===== config.mk =====
export PLATFORM = sky130hd
export DESIGN_NAME = cla_adder16
export DESIGN_NICKNAME = d
export VERILOG_FILES = /design/src/rtl/cla_adder16.sv
export SDC_FILE = /design/constraint.sdc
export NUM_CORES = 1
export LEC_CHECK = 0
export ABC_AREA = 1
export BUFFER_PORTS_ARGS = -buffer_cell sky130_fd_sc_hd__clkbuf_2
export CAP_MARGIN = 40
export CELL_PAD_IN_SITES_DETAIL_PLACEMENT = 0
export CELL_PAD_IN_SITES_GLOBAL_PLACEMENT = 2
export CORE_MARGIN = 2
export CORE_UTILIZATION = 23
export DETAILED_ROUTE_END_ITERATION = 10
export PLACE_DENSITY_LB_ADDON = 0.05
export SLEW_MARGIN = 25
export SYNTH_ARGS = -nofsm -noshare
export SYNTH_HDL_FRONTEND = slang
export SYNTH_SLANG_ARGS = --single-unit

===== constraint.sdc =====
create_clock -name vclk -period 1.91
set_input_delay 0.191 -clock vclk [all_inputs]
set_output_delay 0.191 -clock vclk [all_outputs]
set_load 0.005 [all_outputs]

===== src/rtl/cla_adder16.sv =====
module cla_adder16 #(
  parameter int GRP_W = 4,
  parameter int N_GRP = 4,
  localparam int WIDTH = GRP_W * N_GRP
) (
  input  logic [WIDTH-1:0] a_in,
  input  logic [WIDTH-1:0] b_in,
  input  logic             c_in,
  output logic [WIDTH-1:0] sum_out,
  output logic             c_out,
  output logic             grp_gen_out,
  output logic             grp_prop_out
);

  localparam int MAXW = (GRP_W > N_GRP) ? GRP_W : N_GRP;

  // Carry out of the low n positions, formed as one flat sum of products.
  function automatic logic la_carry(input logic [MAXW-1:0] gv,
                                    input logic [MAXW-1:0] pv,
                                    input logic cin, input int n);
    logic acc, term;
    acc = 1'b0;
    for (int j = 0; j < MAXW; j++) begin
      if (j < n) begin
        term = gv[j];
        for (int m = 0; m < MAXW; m++)
          if (m > j && m < n) term = term & pv[m];
        acc = acc | term;
      end
    end
    term = cin;
    for (int m = 0; m < MAXW; m++)
      if (m < n) term = term & pv[m];
    return acc | term;
  endfunction

  logic [WIDTH-1:0] bit_p, bit_g, bit_c;
  logic [N_GRP-1:0] grp_g, grp_p;
  logic [N_GRP:0]   grp_c;

  assign bit_p = a_in ^ b_in;
  assign bit_g = a_in & b_in;

  for (genvar k = 0; k < N_GRP; k++) begin : g_grp
    logic [MAXW-1:0] gl, pl;
    assign gl = MAXW'(bit_g[k*GRP_W +: GRP_W]);
    assign pl = MAXW'(bit_p[k*GRP_W +: GRP_W]);
    assign grp_g[k] = la_carry(gl, pl, 1'b0, GRP_W);
    assign grp_p[k] = &bit_p[k*GRP_W +: GRP_W];
    for (genvar i = 0; i < GRP_W; i++) begin : g_bit
      assign bit_c[k*GRP_W + i] = la_carry(gl, pl, grp_c[k], i);
    end
  end

  logic [MAXW-1:0] gg_x, gp_x;
  assign gg_x = MAXW'(grp_g);
  assign gp_x = MAXW'(grp_p);

  assign grp_c[0] = c_in;
  for (genvar k = 1; k <= N_GRP; k++) begin : g_top
    assign grp_c[k] = la_carry(gg_x, gp_x, c_in, k);
  end

  assign sum_out      = bit_p ^ bit_c;
  assign c_out        = grp_c[N_GRP];
  assign grp_gen_out  = la_carry(gg_x, gp_x, 1'b0, N_GRP);
  assign grp_prop_out = &grp_p;

endmodule


Word level (Yosys, flattened, before mapping)

Cells that the tools add are included.

Reductions and logical operators: 5
Bitwise logic cells: 95

Operator list:

| operator          | number |
|---|---|
| $and 1x1->1       | 46 |
| $or 1x1->1        | 46 |
| $xor 16x16->16    | 2 |
| $and 16x16->16    | 1 |
| $reduce_and 16->1 | 1 |
| $reduce_and 4->1  | 4 |

Register bits: 0
Input port bits: 33
Logic and storage cells: 100

Depth between registers and ports, before layout

Gate-level depths: netlist of the first run.

Depth in word-level cells: 17
Mapped depth: 12

Worst setup path after synthesis of the first run

Ideal clock, no wire load.

Path type: input -> output
Start: input port a_in[11]
End: output port sum_out[15]
Slack: 81 ps
Required time: 1,719 ps
Cell stages on the path: 11
Arrival time: 1,638 ps
Cells stage by stage: ha_1 nand2_1 inv_1 nand2_1 and2_1 nand4_1 ha_1 nand2_1 nand3_1 a21oi_1 xnor2_1

Cells in the longest elaborated chain, start to end: 12
Elaborated cells between the ends (all ways): 20

RTL lines:

| element                     | line | text |
|---|---|---|
| start: declaration          | 6    | `input logic [WIDTH-1:0] a_in,` |
| $xor 16x16->16              | 41   | `assign bit_p = a_in ^ b_in;` |
| $and 1x1->1                 | 27   | `if (m > j && m < n) term = term & pv[m];` |
| $or 1x1->1 (4 in series)    | 28   | `acc = acc \| term;` |
| $or 1x1->1 *                | 34   | `return acc \| term;` |
| $and 1x1->1 * (3 in series) | 33   | `if (m < n) term = term & pv[m];` |
| $or 1x1->1 *                | 34   |  |
| $xor 16x16->16 *            | 64   | `assign sum_out = bit_p ^ bit_c;` |
| end: declaration            | 9    | `output logic [WIDTH-1:0] sum_out,` |

Mark *: on every way between the ends. The rest lies on a longest branch, timed or not.

Worst setup path in the final report of the first run

Start: input port a_in[7]
End: output port sum_out[12]

Cells in the longest elaborated chain, start to end: 10
Elaborated cells between the ends (all ways): 18

RTL lines:

| element                  | line |
|---|---|
| $xor 16x16->16           | 41 |
| $and 1x1->1              | 27 |
| $or 1x1->1 (3 in series) | 28 |
| $and 1x1->1              | 27 |
| $or 1x1->1 (2 in series) | 28 |
| $or 1x1->1 *             | 34 |
| $xor 16x16->16 *         | 64 |

Marked as above.

==> reports/metrics.yaml, run 1 <==
status: "complete, but fails checks"
violations: "setup timing"
antenna_found_initial: 0
irDropWorstVdd_mv: 0.122
initialDrtViolationCount: 14
start_kind: "input port"
hold_violations: 0
yosysTopAreaCellShare: 0.304
power_density_nw_per_um2: 313
synth-compound-area-share: 0.0578
nFillCells: 338
synth_top_area_cell: "ha_1"
finalSetupViolCount: 8
holdPathStages: 4
p_sw_uw: 247
synth_cell_types: 17
diodes: 0
coreArea_sq_um: 3390
rsz0062_at_grt: "yes"
synthAdderAreaFrac: 0.401
syn_nets: 170
grt_pass1_wl_um: 3890
cts_hold_buf: 0
ant_nets: 0
maxSlewViolCount: 0
syn_area_sq_um: 823
path_class: "input port to primary output"
grt_overflow_total: 0
first_pass_iters: 2
critPathMaxFanout: 3
fp.dieW_um: 63.8
ys_seq_area_frac: 0
dp_cells: 235
layout-drive-gt1-share: 0.717
seq_cells: 0
holdPathEnd: "c_out"
utilization: 0.525
initial_core_util: 0.243
slowest_stage: "fa_2"
grt_use_total: 0.110
setup_ws_ns: -0.107
post_dp_cell_area_sq_um: 1320
worstPathCellList: "buf_6, ha_4, nand2_4, nor2_4, buf_6, nand4_1, nand4_1, buf_4, fa_2, clkbuf_2"
p_total_uw: 558
hold_path.class: "input port to primary output"
grt_max_degree: 6
synth.area.top_cells: "ha_1 (30%), nand2_1 (14%), fa_1 (9.7%)"
drt-total-wl_um: 2450
vias: 1041
die_area_sq_um: 4070
globalRouteMet2Util: 0.220
worst_pin_slew_ns: 0.195
seq_power_share: 0
max_freq_mhz: 496
worstPathRequired_ns: 1.72
via_per_inst: 4.27
period_needed_ns: 2.02
leakage_uw: 0.000936
yosysMostFrequentCell: "nand2_1"
ys_top_cells_by_count: "nand2_1 (31), ha_1 (20), inv_1 (15)"
fin_crit_sh: 1.06
dpl.hpwl_um: 1880
rows: 21
ys_warn_count: 0
drc: 0
dieHeight_um: 63.8
portBuffers: 52
nets: 257
wl_per_cell_um: 10.0
drv_cap: 0
intPower_uw: 310
relSlewSlack: 0.870
synth_top_family_by_area: "adder cells"
clock_buffers: 0
clkPwrFrac: 0
syn_area_per_cell_sq_um: 7.29
synthMuxAreaShare: 0
slowest_delay_ns: 0.42
area_delta_synth_final_pct: 116
combinationalPowerShare: 1.000
critPathTopFamily: "adder cells"
synth_simple_gate_area_frac: 0.345
fin_cells: 244
grtUsageMet1: 0.134
end_kind: "primary output"
p_sw_frac: 0.444
ios: 52
crit_buf_inv: 4
use_met3: 0.00528
regArea_sq_um: 0
syn_inst: 113
routabilityCongestion: 0.748
synthXorXnorAreaFrac: 0.128
min_from: "c_in"
grt_pass1_vias: 1026
crit_arrival_ns: 1.83
grt.busiest_layer: "met2"
final_area_sq_um: 1780
## cells in the final DEF (no fill, tap or decap), drive strengths merged
cell and n:
nor2 6, nand3 7, clkbuf 36, inv 15, nand3b 1, o211ai 1
and2 1, nand2 36, a21oi 8, xor2 7, fa 4, ha 20
xnor2 5, nand4 2, buf 49
## power groups by stage
| stage | Clock, uW | Sequential (uW) | Combinational, uW |
|---|---|---|---|
| 2_1_floorplan | 0 | 0 | 213 |
| 3_3_place_gp | 0 | 0 | 410 |
| 3_5_place_dp | 0 | 0 | 414 |
| 4_1_cts | 0 | 0 | 505 |
| 5_1_grt | 0 | 0 | 620 |
| 6_report | 0 | 0 | 558 |
## cell type report
| type | count | area (sq um) | area share |
|---|---|---|---|
| Tap cell | 46 | 57.6 | 0.0323 |
| Multi-Input combinational cell | 98 | 1070 | 0.604 |
| Timing Repair Buffer | 85 | 591 | 0.332 |
| Inverter | 15 | 56.3 | 0.0316 |
## cells by family (layout without fill, tap and decap cells)
kind of cell	after synthesis	in the layout
buf+inv	15	100
fa+ha+maj	24	24
compound gates	9	9
simple gates	53	53
xor+xnor	12	12
## metal layers
layer,vias up,wire (um)
met5,-,0
met4,0,0
met3,0,120
met2,30,1340
met1,472,991
li1,539,-
## worst max path at each step
stage               slack (ns)     endpoint      from  depth (start not counted)
global placement         -0.25  sum_out[11]   a_in[3]                         12
CTS                      -0.12  sum_out[11]   b_in[1]                         15
floorplan                 0.08  sum_out[15]  a_in[11]                         11
global route             -0.21  sum_out[14]   a_in[7]                         13
detailed placement       -0.26  sum_out[11]   a_in[3]                         12
finish                   -0.11  sum_out[12]   a_in[7]                         10
## through the flow
stage               worst slack (ns)  TNS, ns  hold WS [ns]
CTS                           -0.116   -0.500         0.773
global route                  -0.209    -1.41         0.802
finish                        -0.107   -0.510         0.773
detailed placement            -0.261    -1.56         0.749
floorplan                     0.0808        0         0.479
global placement              -0.245    -1.24         0.764
## repair_timing
action                     CTS  global route
pin swaps                   23            33
resized for setup           37            48
buffers inserted             6             3
setup endpoints to repair   11            10
Note: power is estimated with default switching activity, not from simulation.
==> inputs of run 2 (changes only) <==
==> constraint.sdc (replaced) <==
create_clock -name vclk -period 1.91
set_input_delay 0.191 -clock vclk [all_inputs]
set_output_delay 0.191 -clock vclk [all_outputs]
set_load 0.1 [all_outputs]
==> run 2 against run 1 <==
The run still ends with setup timing left. Utilization is 18 points higher. Design area rose by 33%. Maximum frequency fell by 5.5%. Die area unchanged. Critical path type unchanged. Highest routed layer is now met4. Critical endpoint is now sum_out[13]. Clock-buffer cell count unchanged. Sequential share of layout area unchanged. Via count is 2.1% higher. Final cell count up 0.82%.
==> reports/metrics.yaml, run 2 (synthesis results as in run 1) <==
wl_per_cell_um: 10.7  # was 10.0 um
grt_max_degree: 6  # unchanged
intPower_uw: 663  # was 310 uW
end_kind: "primary output"  # unchanged
first_pass_iters: 4  # was 2
hold_violations: 0  # unchanged
drv_cap: 0  # unchanged
path_class: "input port to primary output"  # unchanged
dieHeight_um: 63.8  # unchanged
diodes: 0  # unchanged
critPathMaxFanout: 3  # unchanged
hold_path.class: "input port to primary output"  # unchanged
nFillCells: 250  # was 338
start_kind: "input port"  # unchanged
relSlewSlack: 0.816  # was 0.870
maxSlewViolCount: 0  # unchanged
seq_power_share: 0  # about the same
min_from: "c_in"  # unchanged
layout-drive-gt1-share: 0.795  # was 0.717
via_per_inst: 4.32  # was 4.27
crit_arrival_ns: 1.94  # was 1.83 ns
combinationalPowerShare: 1.000  # about the same
regArea_sq_um: 0  # unchanged
worstPathRequired_ns: 1.72  # about the same
globalRouteMet2Util: 0.273  # was 0.220
p_sw_frac: 0.588  # was 0.444
utilization: 0.701  # was 0.525
drt-total-wl_um: 2630  # was 2450 um
status: "complete, but fails checks"  # unchanged
irDropWorstVdd_mv: 0.424  # was 0.122 mV
seq_cells: 0  # unchanged
violations: "setup timing"  # unchanged
area_delta_synth_final_pct: 188  # was 116%
p_sw_uw: 947  # was 247 uW
clkPwrFrac: 0  # about the same
dpl.hpwl_um: 2320  # was 1880 um
worst_pin_slew_ns: 0.278  # was 0.195 ns
max_freq_mhz: 469  # was 496 MHz
use_met3: 0.0106  # was 0.00528
leakage_uw: 0.00111  # was 0.000936 uW
grt_use_total: 0.135  # was 0.110
ant_nets: 0  # unchanged
period_needed_ns: 2.13  # was 2.02 ns
final_common_cell: "buf_4"  # was clkbuf_2
grt_pass1_wl_um: 4620  # was 3890 um
initialDrtViolationCount: 4  # was 14
rows: 21  # unchanged
coreArea_sq_um: 3390  # unchanged
finalSetupViolCount: 11  # was 8
drc: 0  # unchanged
holdWs_ns: 0.848  # was 0.773 ns
portBuffers: 52  # unchanged
grt.busiest_layer: "met2"  # unchanged
grt_overflow_total: 0  # unchanged
antenna_found_initial: 0  # unchanged
power_density_nw_per_um2: 678  # was 313 nW/um^2
ios: 52  # unchanged
routabilityCongestion: 0.750  # was 0.748
mostFrequentLayoutCells: "buf_4 (31), clkbuf_2 (23), buf_12 (19), nand2_1 (15), ha_4 (15)"  # was clkbuf_2 (34), buf_4 (30), inv_1 (14), nand2_1 (14)
initial_core_util: 0.243  # unchanged
nets: 259  # was 257
grtUsageMet1: 0.153  # was 0.134
clock_buffers: 0  # unchanged
rsz0062_at_grt: "yes"  # unchanged
die_area_sq_um: 4070  # unchanged
setup_ws_ns: -0.224  # was -0.107 ns
vias: 1063  # was 1,041
fp.dieW_um: 63.8  # unchanged
grt_pass1_vias: 1102  # was 1,026
startpoint: "b_in[4]"  # was a_in[7]
fin_crit_sh: 1.12  # was 1.06
==> run 2: changes by cell type in the layout (fill, tap and decap cells not counted), moves of 4 or more <==
cell | before | now
buf_12 | 0 | 19
buf_2 | 8 | 0
clkbuf_2 | 34 | 23
nand3_2 | 6 | 1
nand3_4 | 0 | 5
xnor2_1 | 5 | 0
xnor2_4 | 0 | 4
xor2_1 | 7 | 0
xor2_4 | 0 | 6
==> run 2: per-stage QoR <==
stage | setup TNS (ns) | total power (uW) | area (sq um) | setup WS [ns] | cells
2_1_floorplan | -2.20 | 1020 | 1320 | -0.326 | 113
3_3_place_gp | -2.08 | 1520 | 2130 | -0.325 | 239
3_5_place_dp | -2.36 | 1540 | 2130 | -0.336 | 239
4_1_cts | -1.86 | 1590 | 2260 | -0.253 | 244
5_1_grt | -2.70 | 1680 | 2370 | -0.312 | 246
6_report | -1.64 | 1610 | 2370 | -0.224 | 246
==> run 2: area by class of cell <==
type,instances,area [sq um],share of cell area
multi-input combinational,98,1370,0.576
timing repair buffer,87,892,0.376
tap,46,57.6,0.0242
inverter,15,56.3,0.0237
==> run 2: critical path, cell delays in order <==
cell,delay (ns)
buf_4,0.12
ha_4,0.24
nand2_4,0.06
nor2_4,0.05
buf_6,0.11
nand4_1,0.08
nand4_1,0.15
buf_4,0.17
fa_2,0.38
xor2_4,0.20
buf_12,0.19
==> run 2: power groups by stage <==
stage	Sequential, uW	Combinational, uW	Clock (uW)
after floorplan	0	1020	0
final	0	1610	0
after CTS	0	1590	0
after global placement	0	1520	0
after global routing	0	1680	0
after detailed placement	0	1540	0
==> run 2: timing repair <==
item / CTS / global route
hold buffers: 0 / 0
hold endpoints to repair: 0 / 0
setup buffers: 5 / 2
pin swaps: 22 / 32
setup endpoints to repair: 12 / 13
resized for setup: 18 / 30
==> run 2: path summary, 6_finish.rpt <==
kind / end / slack [ns] / cells after the start
max: sum_out[13] / -0.22 / 11
min: c_out / 0.85 / 4
==> run 2: per-layer routing <==
layer	part of all wire	wire length (um)	vias to the layer above
met1	0.32	842	500
li1	-	-	531
met2	0.61	1610	30
met4	0.0080	21	0
met3	0.061	160	2
met5	0	0	-
